==> src/rtl/gfxp_pkg.sv <==
package gfxp_pkg;

  localparam int OP_W  = 8;
  localparam int CNT_W = 4;

  // extra parameter words that follow the first word of a packet
  function automatic logic [CNT_W-1:0] extra_words(input logic [OP_W-1:0] op);
    logic [CNT_W-1:0] e;
    e = '0;
    case (op[7:5])
      3'b001: begin
        case (op[4:2])
          3'd0: e = 4'd3;
          3'd1: e = 4'd6;
          3'd2: e = 4'd4;
          3'd3: e = 4'd8;
          3'd4: e = 4'd5;
          3'd5: e = 4'd8;
          3'd6: e = 4'd7;
          default: e = 4'd11;
        endcase
      end
      3'b010: begin
        if (op[4:3] == 2'b00)      e = 4'd2;
        else if (op[4:3] == 2'b11) e = 4'd4;
        else                       e = 4'd3;
      end
      3'b011: begin
        case (op[4:2])
          3'd0: e = 4'd2;
          3'd1: e = 4'd3;
          3'd2: e = 4'd1;
          3'd3: e = 4'd0;
          3'd4: e = 4'd1;
          3'd5: e = 4'd2;
          3'd6: e = 4'd1;
          default: e = 4'd2;
        endcase
      end
      default: begin
        if (op == 8'h02)                     e = 4'd2;
        else if (op == 8'h80)                e = 4'd3;
        else if (op == 8'hA0 || op == 8'hC0) e = 4'd2;
        else                                 e = 4'd0;
      end
    endcase
    return e;
  endfunction

endpackage

==> src/rtl/gfxp_len_decode.sv <==
module gfxp_len_decode
  import gfxp_pkg::*;
#(
  parameter int CW = CNT_W
) (
  input  logic [OP_W-1:0] op,
  output logic [CW-1:0]   total_len,
  output logic            is_xfer,
  output logic            is_read,
  output logic            dirty,
  output logic            snoop_ok,
  output logic [CW-1:0]   snoop_idx
);

  localparam logic [OP_W-1:0] XFER_WR   = 8'hA0;
  localparam logic [OP_W-1:0] XFER_RD   = 8'hC0;
  localparam logic [OP_W-1:0] TEX_MASK  = 8'hF4;
  localparam logic [OP_W-1:0] TEX_FLAT  = 8'h24;
  localparam logic [OP_W-1:0] TEX_SHADE = 8'h34;

  always_comb begin
    total_len = CW'(extra_words(op)) + CW'(1);
    is_xfer   = (op == XFER_WR) || (op == XFER_RD);
    is_read   = (op == XFER_RD);
    dirty     = (op >= 8'h02) && (op < XFER_RD);
    snoop_ok  = 1'b0;
    snoop_idx = '0;
    if ((op & TEX_MASK) == TEX_FLAT) begin
      snoop_ok  = 1'b1;
      snoop_idx = CW'(4);
    end else if ((op & TEX_MASK) == TEX_SHADE) begin
      snoop_ok  = 1'b1;
      snoop_idx = CW'(5);
    end
  end

endmodule

==> src/rtl/gfxp_env_file.sv <==
module gfxp_env_file #(
  parameter int DATA_W = 32,
  parameter int NREG   = 8,
  parameter int TP_W   = 9,
  parameter int STAT_W = 13
) (
  input  logic                   clk,
  input  logic                   rst,
  input  logic                   wr_en,
  input  logic [$clog2(NREG)-1:0] wr_sel,
  input  logic [DATA_W-1:0]      wr_data,
  input  logic                   tp_en,
  input  logic [TP_W-1:0]        tp_data,
  output logic [NREG*DATA_W-1:0] env_flat,
  output logic [STAT_W-1:0]      status_low
);

  localparam int SEL_W  = $clog2(NREG);
  localparam int TP_REG = 1;
  localparam int MSK_REG = 6;
  localparam int TP_MIR_W = 11;
  localparam int MSK_MIR_W = STAT_W - TP_MIR_W;
  localparam logic [7:0] TAG_BASE = 8'hE0;

  logic [DATA_W-1:0] env_q [NREG];

  for (genvar i = 0; i < NREG; i++) begin : g_reg
    always_ff @(posedge clk) begin
      if (rst) begin
        env_q[i] <= {TAG_BASE + 8'(i), {(DATA_W-8){1'b0}}};
      end else if (wr_en && wr_sel == SEL_W'(i)) begin
        env_q[i] <= wr_data;
      end else if (tp_en && i == TP_REG) begin
        env_q[i][TP_W-1:0] <= tp_data;
      end
    end
    assign env_flat[i*DATA_W +: DATA_W] = env_q[i];
  end

  assign status_low = {env_q[MSK_REG][MSK_MIR_W-1:0], env_q[TP_REG][TP_MIR_W-1:0]};

  AST_ENV_WRITE: assert property (@(posedge clk) disable iff (rst)
    wr_en |=> env_q[$past(wr_sel)] == $past(wr_data));

  AST_TEX_SNOOP: assert property (@(posedge clk) disable iff (rst)
    (tp_en && !wr_en) |=> env_q[TP_REG][TP_W-1:0] == $past(tp_data));

endmodule

==> src/rtl/gfxp_xfer_latch.sv <==
module gfxp_xfer_latch #(
  parameter int DATA_W = 32
) (
  input  logic              clk,
  input  logic              rst,
  input  logic              pos_en,
  input  logic              fire,
  input  logic              rd_in,
  input  logic [DATA_W-1:0] data,
  output logic              req_valid,
  output logic              req_read,
  output logic [DATA_W-1:0] req_pos,
  output logic [DATA_W-1:0] req_size
);

  always_ff @(posedge clk) begin
    if (rst) begin
      req_valid <= 1'b0;
      req_read  <= 1'b0;
      req_pos   <= '0;
      req_size  <= '0;
    end else begin
      req_valid <= fire;
      if (pos_en) req_pos <= data;
      if (fire) begin
        req_size <= data;
        req_read <= rd_in;
      end
    end
  end

  AST_REQ_PULSE: assert property (@(posedge clk) disable iff (rst)
    req_valid |=> !req_valid);

endmodule

==> src/rtl/gfx_cmd_parser.sv <==
module gfx_cmd_parser
  import gfxp_pkg::*;
#(
  parameter int DATA_W = 32,
  parameter int NREG   = 8,
  parameter int TP_W   = 9,
  parameter int STAT_W = 13
) (
  input  logic                   clk,
  input  logic                   rst,
  input  logic                   in_valid,
  input  logic [DATA_W-1:0]      in_data,
  output logic                   in_ready,
  output logic                   draw_valid,
  output logic [DATA_W-1:0]      draw_data,
  output logic                   draw_sop,
  output logic                   draw_eop,
  output logic                   xfer_valid,
  output logic                   xfer_is_read,
  output logic [DATA_W-1:0]      xfer_pos,
  output logic [DATA_W-1:0]      xfer_size,
  input  logic                   xfer_busy,
  output logic [NREG*DATA_W-1:0] env_flat,
  output logic [STAT_W-1:0]      status_low,
  output logic                   fb_dirty,
  input  logic                   dirty_clr
);

  localparam int SEL_W = $clog2(NREG);
  localparam int OP_LSB = DATA_W - OP_W;
  localparam logic [4:0] ENV_TAG = 5'b11100;

  logic [CNT_W-1:0] idx_q;
  logic [OP_W-1:0]  op_q;
  logic             acc, first, last;
  logic [OP_W-1:0]  cur_op;
  logic [CNT_W-1:0] dec_len, dec_sidx;
  logic             dec_xfer, dec_read, dec_dirty, dec_sok;
  logic             env_wr, tp_en;

  assign in_ready = ~xfer_busy & ~xfer_valid;
  assign acc      = in_valid & in_ready;
  assign first    = (idx_q == '0);
  assign cur_op   = first ? in_data[DATA_W-1:OP_LSB] : op_q;
  assign last     = (idx_q == dec_len - CNT_W'(1));

  gfxp_len_decode #(.CW(CNT_W)) u_dec (
    .op(cur_op), .total_len(dec_len), .is_xfer(dec_xfer), .is_read(dec_read),
    .dirty(dec_dirty), .snoop_ok(dec_sok), .snoop_idx(dec_sidx)
  );

  // packet position tracking
  always_ff @(posedge clk) begin
    if (rst) begin
      idx_q <= '0;
      op_q  <= '0;
    end else if (acc) begin
      if (first) op_q <= cur_op;
      idx_q <= last ? '0 : idx_q + CNT_W'(1);
    end
  end

  // draw port
  always_ff @(posedge clk) begin
    if (rst) begin
      draw_valid <= 1'b0;
      draw_data  <= '0;
      draw_sop   <= 1'b0;
      draw_eop   <= 1'b0;
    end else begin
      draw_valid <= acc & ~dec_xfer;
      if (acc & ~dec_xfer) begin
        draw_data <= in_data;
        draw_sop  <= first;
        draw_eop  <= last;
      end
    end
  end

  // dirty flag, set wins over clear
  always_ff @(posedge clk) begin
    if (rst)                         fb_dirty <= 1'b0;
    else if (acc & first & dec_dirty) fb_dirty <= 1'b1;
    else if (dirty_clr)              fb_dirty <= 1'b0;
  end

  assign env_wr = acc & first & (cur_op[OP_W-1:3] == ENV_TAG);
  assign tp_en  = acc & dec_sok & (idx_q == dec_sidx);

  gfxp_env_file #(.DATA_W(DATA_W), .NREG(NREG), .TP_W(TP_W), .STAT_W(STAT_W)) u_env (
    .clk(clk), .rst(rst), .wr_en(env_wr), .wr_sel(cur_op[SEL_W-1:0]), .wr_data(in_data),
    .tp_en(tp_en), .tp_data(in_data[TP_W-1:0]), .env_flat(env_flat), .status_low(status_low)
  );

  gfxp_xfer_latch #(.DATA_W(DATA_W)) u_xfer (
    .clk(clk), .rst(rst),
    .pos_en(acc & dec_xfer & (idx_q == CNT_W'(1))),
    .fire(acc & dec_xfer & (idx_q == CNT_W'(2))),
    .rd_in(dec_read), .data(in_data),
    .req_valid(xfer_valid), .req_read(xfer_is_read), .req_pos(xfer_pos), .req_size(xfer_size)
  );

  AST_STATUS_MASK: assert property (@(posedge clk) disable iff (rst)
    (acc && first && in_data[DATA_W-1:OP_LSB] == 8'hE6) |=> status_low[12:11] == $past(in_data[1:0]));

  AST_XFER_NO_DRAW: assert property (@(posedge clk) disable iff (rst)
    xfer_valid |-> !draw_valid);

  AST_DIRTY_SET: assert property (@(posedge clk) disable iff (rst)
    (acc && first && in_data[DATA_W-1:OP_LSB] >= 8'h02 && in_data[DATA_W-1:OP_LSB] < 8'hC0) |=> fb_dirty);

  AST_HOLD_BUSY: assert property (@(posedge clk) disable iff (rst)
    (in_valid && xfer_busy && !first) |=> $stable(idx_q));

endmodule

==> config.mk <==
export PLATFORM = sky130hd
export DESIGN_NAME = gfx_cmd_parser
export DESIGN_NICKNAME = d
export VERILOG_FILES = /design/src/rtl/gfxp_pkg.sv /design/src/rtl/gfxp_len_decode.sv /design/src/rtl/gfxp_env_file.sv /design/src/rtl/gfxp_xfer_latch.sv /design/src/rtl/gfx_cmd_parser.sv
export SDC_FILE = /design/constraint.sdc
export NUM_CORES = 1
export LEC_CHECK = 0
export BUFFER_PORTS_ARGS = -buffer_cell sky130_fd_sc_hd__buf_4
export CAP_MARGIN = 20
export CORE_MARGIN = 2
export CORE_UTILIZATION = 41
export CTS_CLUSTER_SIZE = 14
export DETAILED_ROUTE_END_ITERATION = 10
export GPL_TIMING_DRIVEN = 0
export PLACE_DENSITY = 0.62
export SYNTH_ARGS = -nofsm -noshare
export SYNTH_HDL_FRONTEND = slang
export SYNTH_SLANG_ARGS = --single-unit
==> constraint.sdc <==
create_clock -name clk -period 5.9 [get_ports clk]
set_input_delay 0.295 -clock clk [delete_from_list [all_inputs] [get_ports clk]]
set_output_delay 0.295 -clock clk [all_outputs]
set_load 0.05 [all_outputs]
==> impl_summary.log <==
[metrics] Synthesis Warnings: 0
[metrics] DIE WIDTH: 191.6 um
[metrics] Worst Path Required: 6310 ps
[metrics] Post-synth ARST share: 0%
[metrics] maximum capacitance violations: 0
[metrics] post-detailed-route via-to-cell ratio: 4.791
[metrics] CP cell instances: inv_1 > ha_1 > or3b_1 > buf_6 > buf_8 > buf_4 > mux2i_1 > ha_1 > nand2_1 > nor3_1 > nand2b_1 > nand2b_4 > nor2_2 > clkbuf_1 > and2_1
[metrics] fill cell instance count of the final layout: 2911
[metrics] number of instances in the synthesized netlist: 1113
[metrics] cell count along the critical path: 15
[metrics] cell types with the highest counts after synthesis: sky130_fd_sc_hd__edfxtp_1 (256), sky130_fd_sc_hd__and2_1 (215), sky130_fd_sc_hd__dfxtp_1 (114), sky130_fd_sc_hd__nand2_1 (82), sky130_fd_sc_hd__nor2_1 (82)
[metrics] worst-path cell with the longest stage delay: sky130_fd_sc_hd__nor3_1
[metrics] antenna-violating nets left: 0
[metrics] Period Utilization, post-route: 76.69%
[metrics] Worst EP arrival: 4930 ps
[metrics] mux share of post-synthesis cell area: between 5 and 6%
[metrics] most frequently used flop master after synthesis: sky130_fd_sc_hd__edfxtp_1
[metrics] Hold Path Depth: 3
[metrics] most used cell, CP: sky130_fd_sc_hd__ha_1
[metrics] height of the die: roughly 190 um
[metrics] number of buffers created by CTS: 41
[metrics] share of final-layout standard cells stronger than drive strength 1: 31.23%
[metrics] IR drop worst, VDD: 203.7 uV
[metrics] startpoint type of the worst setup path: flop
[metrics] adder-cell share of the synthesized area: 0.6937%
[metrics] r2r startpoint: idx_q[1]$_SDFFE_PP0P_
[metrics] Simple-Gate Fraction of Synth Area: 16.62%
[metrics] reg2reg setup slack: 1380 ps
[metrics] Buffers on Ports: 403
[metrics] count of final hold-check violations: 0
[metrics] launch point of the worst hold path: in_data[8]
[metrics] count of buffer and inverter cells on the critical path: 5
[metrics] TritonCTS clock tree: yes
[metrics] number of global-route vias before repair: between 9000 and 10000
[metrics] part of the Yosys area used for sequential elements: 69.09%
[metrics] Placed Instance Area: 18450 um^2
[metrics] # DRC: 0
[metrics] parity-gate share of the synthesized area counting xor and xnor cells: 0.6676%
[metrics] Top delay family on crit path: simple AND/OR/NAND/NOR gates
[metrics] number of distinct library cells after synthesis: 58
[metrics] final-report max-slew violation count: 0
[metrics] insertion delay of the later-clocked pin in the worst-skew pair: 540 ps
[metrics] Post-Place Cells: between 2000 and 2500
[metrics] leak pwr: 0.008149 uW
[metrics] Initial Util: 41.67%
[metrics] number of sinks handled by clock tree synthesis: 370
[metrics] status: complete, no violations
[metrics] antenna violations before repair: 0
[metrics] Fmax: between 0.2 and 0.25 GHz
[metrics] Tmin final: 4525 ps
[metrics] WS Path Type: reg -> reg
[metrics] biggest cell delay along the critical path: 470 ps
[metrics] Yosys top cell by area: sky130_fd_sc_hd__edfxtp_1
[metrics] Slew HR: 35.89%
[metrics] fraction of the core area covered by cells at the end of the flow: 57.52%
[metrics] average wire per standard cell: 21.07 um
[metrics] transition time of the tightest slew-check pin: 961.6 ps
[metrics] kind of path behind the tightest hold check: in -> reg
[metrics] share of Yosys cell area claimed by the top area cell type: 53.27%
[metrics] DP HPWL: 32.43 mm
[metrics] post-detailed-routing wire length: 44.69 mm
[metrics] detailed-route via count: 10162
[metrics] H-tree level count: 2
[metrics] Bufs on Longest Clock Path: 3
[metrics] Clock transition at path regs: 60 ps
[metrics] Ports: ~410
[metrics] endpoint of the worst register-to-register path: u_env.env_q[1][83]$_SDFFCE_PN0P_
[metrics] hold slack: 16.22 ps
[metrics] PwrDens: 307.3 nW/um^2
[metrics] number of DRC markers in iteration 0: 611
[metrics] largest family of logic cells by synthesized area: simple AND/OR/NAND/NOR gates
[metrics] post-route insts no fill: 2121
[metrics] synthesized area per cell: 12.97 um^2
[metrics] Compound-Gate Fraction of Synth Area: 4.023%
[metrics] terminating pin of the worst hold path: u_xfer.req_size[8]$_SDFFE_PP0P_
[metrics] number of enable flip-flop cells after synthesis: between 200 and 300
[metrics] setup repair after global routing missed its margin: no
[metrics] capturing element type of the critical path: flop
[metrics] final net count: 1675
[metrics] synthesis-to-finish area growth: 38.03%
[metrics] global-route wire length before repair: between 60 and 70 mm
[metrics] final standard cell area without fillers: 19920 um^2
[metrics] most repeated cell in the gate-level netlist after synthesis: sky130_fd_sc_hd__edfxtp_1
[metrics] Clk Tree Root Cell: sky130_fd_sc_hd__clkbuf_16
[metrics] largest net degree at the start of global routing: 28
[metrics] number of synthesized register bits: 370
[metrics] total setup buffers inserted after CTS: 0
[metrics] die area: roughly 37000 um^2
[metrics] total routing resource utilization after global routing: 23.72%
[metrics] placeable core area: about 35000 um^2
[metrics] netlist area before placement: 14430 um^2
[metrics] routability congestion estimate from global placement: 0.8671
[metrics] gr ovfl total: 0
[metrics] number of cell rows: 68
[metrics] setup-violating endpoint count in the final report: 0
[metrics] CP Max Fanout: 10
[metrics] FF-to-FF path depth: 15
[metrics] number of search-and-repair iterations in the first detailed-routing pass: 5
[metrics] setup clock skew after layout: roughly 19 ps
[metrics] leading cell types by total area after synthesis: sky130_fd_sc_hd__edfxtp_1 (53%), sky130_fd_sc_hd__dfxtp_1 (16%), sky130_fd_sc_hd__and2_1 (9.3%)
[repair_timing]
action,in CTS,in global routing
gates resized for setup,0,0
hold buffers,17,0
setup endpoints to repair,0,0
endpoints found under the hold margin,17,0
[layout by cell type, fill, tap and decap left out, types with 3 or more instances in the layout]
| cell type | instances |
|---|---|
| sky130_fd_sc_hd__nor3_1 | 6 |
| sky130_fd_sc_hd__conb_1 | 48 |
| sky130_fd_sc_hd__xor2_1 | 5 |
| sky130_fd_sc_hd__inv_1 | 8 |
| sky130_fd_sc_hd__a21oi_1 | 47 |
| sky130_fd_sc_hd__or3_1 | 3 |
| sky130_fd_sc_hd__xnor2_1 | 6 |
| sky130_fd_sc_hd__a211oi_1 | 7 |
| sky130_fd_sc_hd__nand3_1 | 15 |
| sky130_fd_sc_hd__nand4_1 | 4 |
| sky130_fd_sc_hd__and3_1 | 3 |
| sky130_fd_sc_hd__a31oi_1 | 3 |
| sky130_fd_sc_hd__clkinv_2 | 4 |
| sky130_fd_sc_hd__nor2_2 | 4 |
| sky130_fd_sc_hd__nand2_1 | 82 |
| sky130_fd_sc_hd__nand4b_1 | 3 |
| sky130_fd_sc_hd__mux2i_1 | 68 |
| sky130_fd_sc_hd__o211ai_1 | 6 |
| sky130_fd_sc_hd__clkinv_1 | 4 |
| sky130_fd_sc_hd__dlygate4sd3_1 | 17 |
| sky130_fd_sc_hd__nor2b_1 | 4 |
| sky130_fd_sc_hd__clkbuf_16 | 42 |
| sky130_fd_sc_hd__nor2_1 | 82 |
| sky130_fd_sc_hd__o21ai_0 | 12 |
| sky130_fd_sc_hd__dfxtp_1 | 114 |
| sky130_fd_sc_hd__ha_1 | 8 |
| sky130_fd_sc_hd__buf_2 | 7 |
| sky130_fd_sc_hd__o21ai_4 | 7 |
| sky130_fd_sc_hd__buf_16 | 6 |
| sky130_fd_sc_hd__edfxtp_1 | 256 |
| sky130_fd_sc_hd__nor3b_1 | 5 |
| sky130_fd_sc_hd__buf_4 | 420 |
| sky130_fd_sc_hd__clkbuf_1 | 94 |
| sky130_fd_sc_hd__diode_2 | 4 |
| sky130_fd_sc_hd__and2_1 | 215 |
[stage by stage]
step | power [uW] | setup TNS (ps) | setup WS (ps)
2_1_floorplan | 3465 | 0 | 862.2
3_3_place_gp | 3738 | -268600 | -1355
3_5_place_dp | 3755 | 0 | 1296
4_1_cts | 6164 | 0 | 1294
5_1_grt | 6306 | 0 | 1127
6_report | 6120 | 0 | 1375
[cell families after synthesis]
group | after synthesis
buf+inv | 113
flops | 370
fa+ha+maj | 8
other cells | 2
simple gates | 441
compound gates | 96
xor+xnor | 11
mux | 72
[worst max-delay path by stage]
stage / from / to / slack [ps]
after floorplan: idx_q[1]$_SDFFE_PP0P_ / u_env.env_q[1][100]$_SDFFCE_PN0P_ / 860
after global placement: idx_q[0]$_SDFFE_PP0P_ / u_env.env_q[1][14]$_SDFFCE_PN0P_ / -1350
after global routing: idx_q[0]$_SDFFE_PP0P_ / u_env.env_q[1][12]$_SDFFCE_PN0P_ / 1130
after detailed placement: idx_q[0]$_SDFFE_PP0P_ / u_env.env_q[0][58]$_SDFFCE_PN0P_ / 1300
final: idx_q[1]$_SDFFE_PP0P_ / u_env.env_q[1][83]$_SDFFCE_PN0P_ / 1380
after CTS: idx_q[0]$_SDFFE_PP0P_ / u_env.env_q[0][51]$_SDFFCE_PN0P_ / 1290
[power by group]
group / switching, uW / internal, uW
clock: 1020 / 1390
combinational: 591 / 224
sequential: 34.6 / 2860
total: 1640 / 4470
[sequential cells by signal, indices dropped and copies added, names as in the netlist, 4 cells and up]
name	cells
u_env.env_q	256
draw_data	32
u_xfer.req_pos	32
u_xfer.req_size	32
op_q	8
idx_q	4
[routing by layer]
metal / part of all wire [%] / vias up / GRT usage, %
met4: 3.3 / 0 / 8.609
li1: - / 4810 / -
met3: 6.8 / 79 / 4.970
met2: 49 / 362 / 40.74
met5: 0 / - / 0
met1: 40 / 4911 / 29.53
[tightest hold or removal path, stage by stage]
cell and delay, ps:
sky130_fd_sc_hd__buf_4 80, sky130_fd_sc_hd__mux2i_1 60, sky130_fd_sc_hd__nor2_1 70
[cell type report]
type / instances / area, um^2 / share of cell area (%)
inverter: 8 / 30.03 / 0.1508
tap: 455 / 569.3 / 2.858
antenna: 4 / 10.01 / 0.05025
clock buffer: 60 / 1139 / 5.716
buffer: 105 / 493.0 / 2.475
sequential: 370 / 9970 / 50.05
timing repair buffer: 428 / 3401 / 17.07
clock inverter: 15 / 117.6 / 0.5905
multi-input combinational: 676 / 4189 / 21.03
No activity file was read; power rests on OpenSTA's default activity.
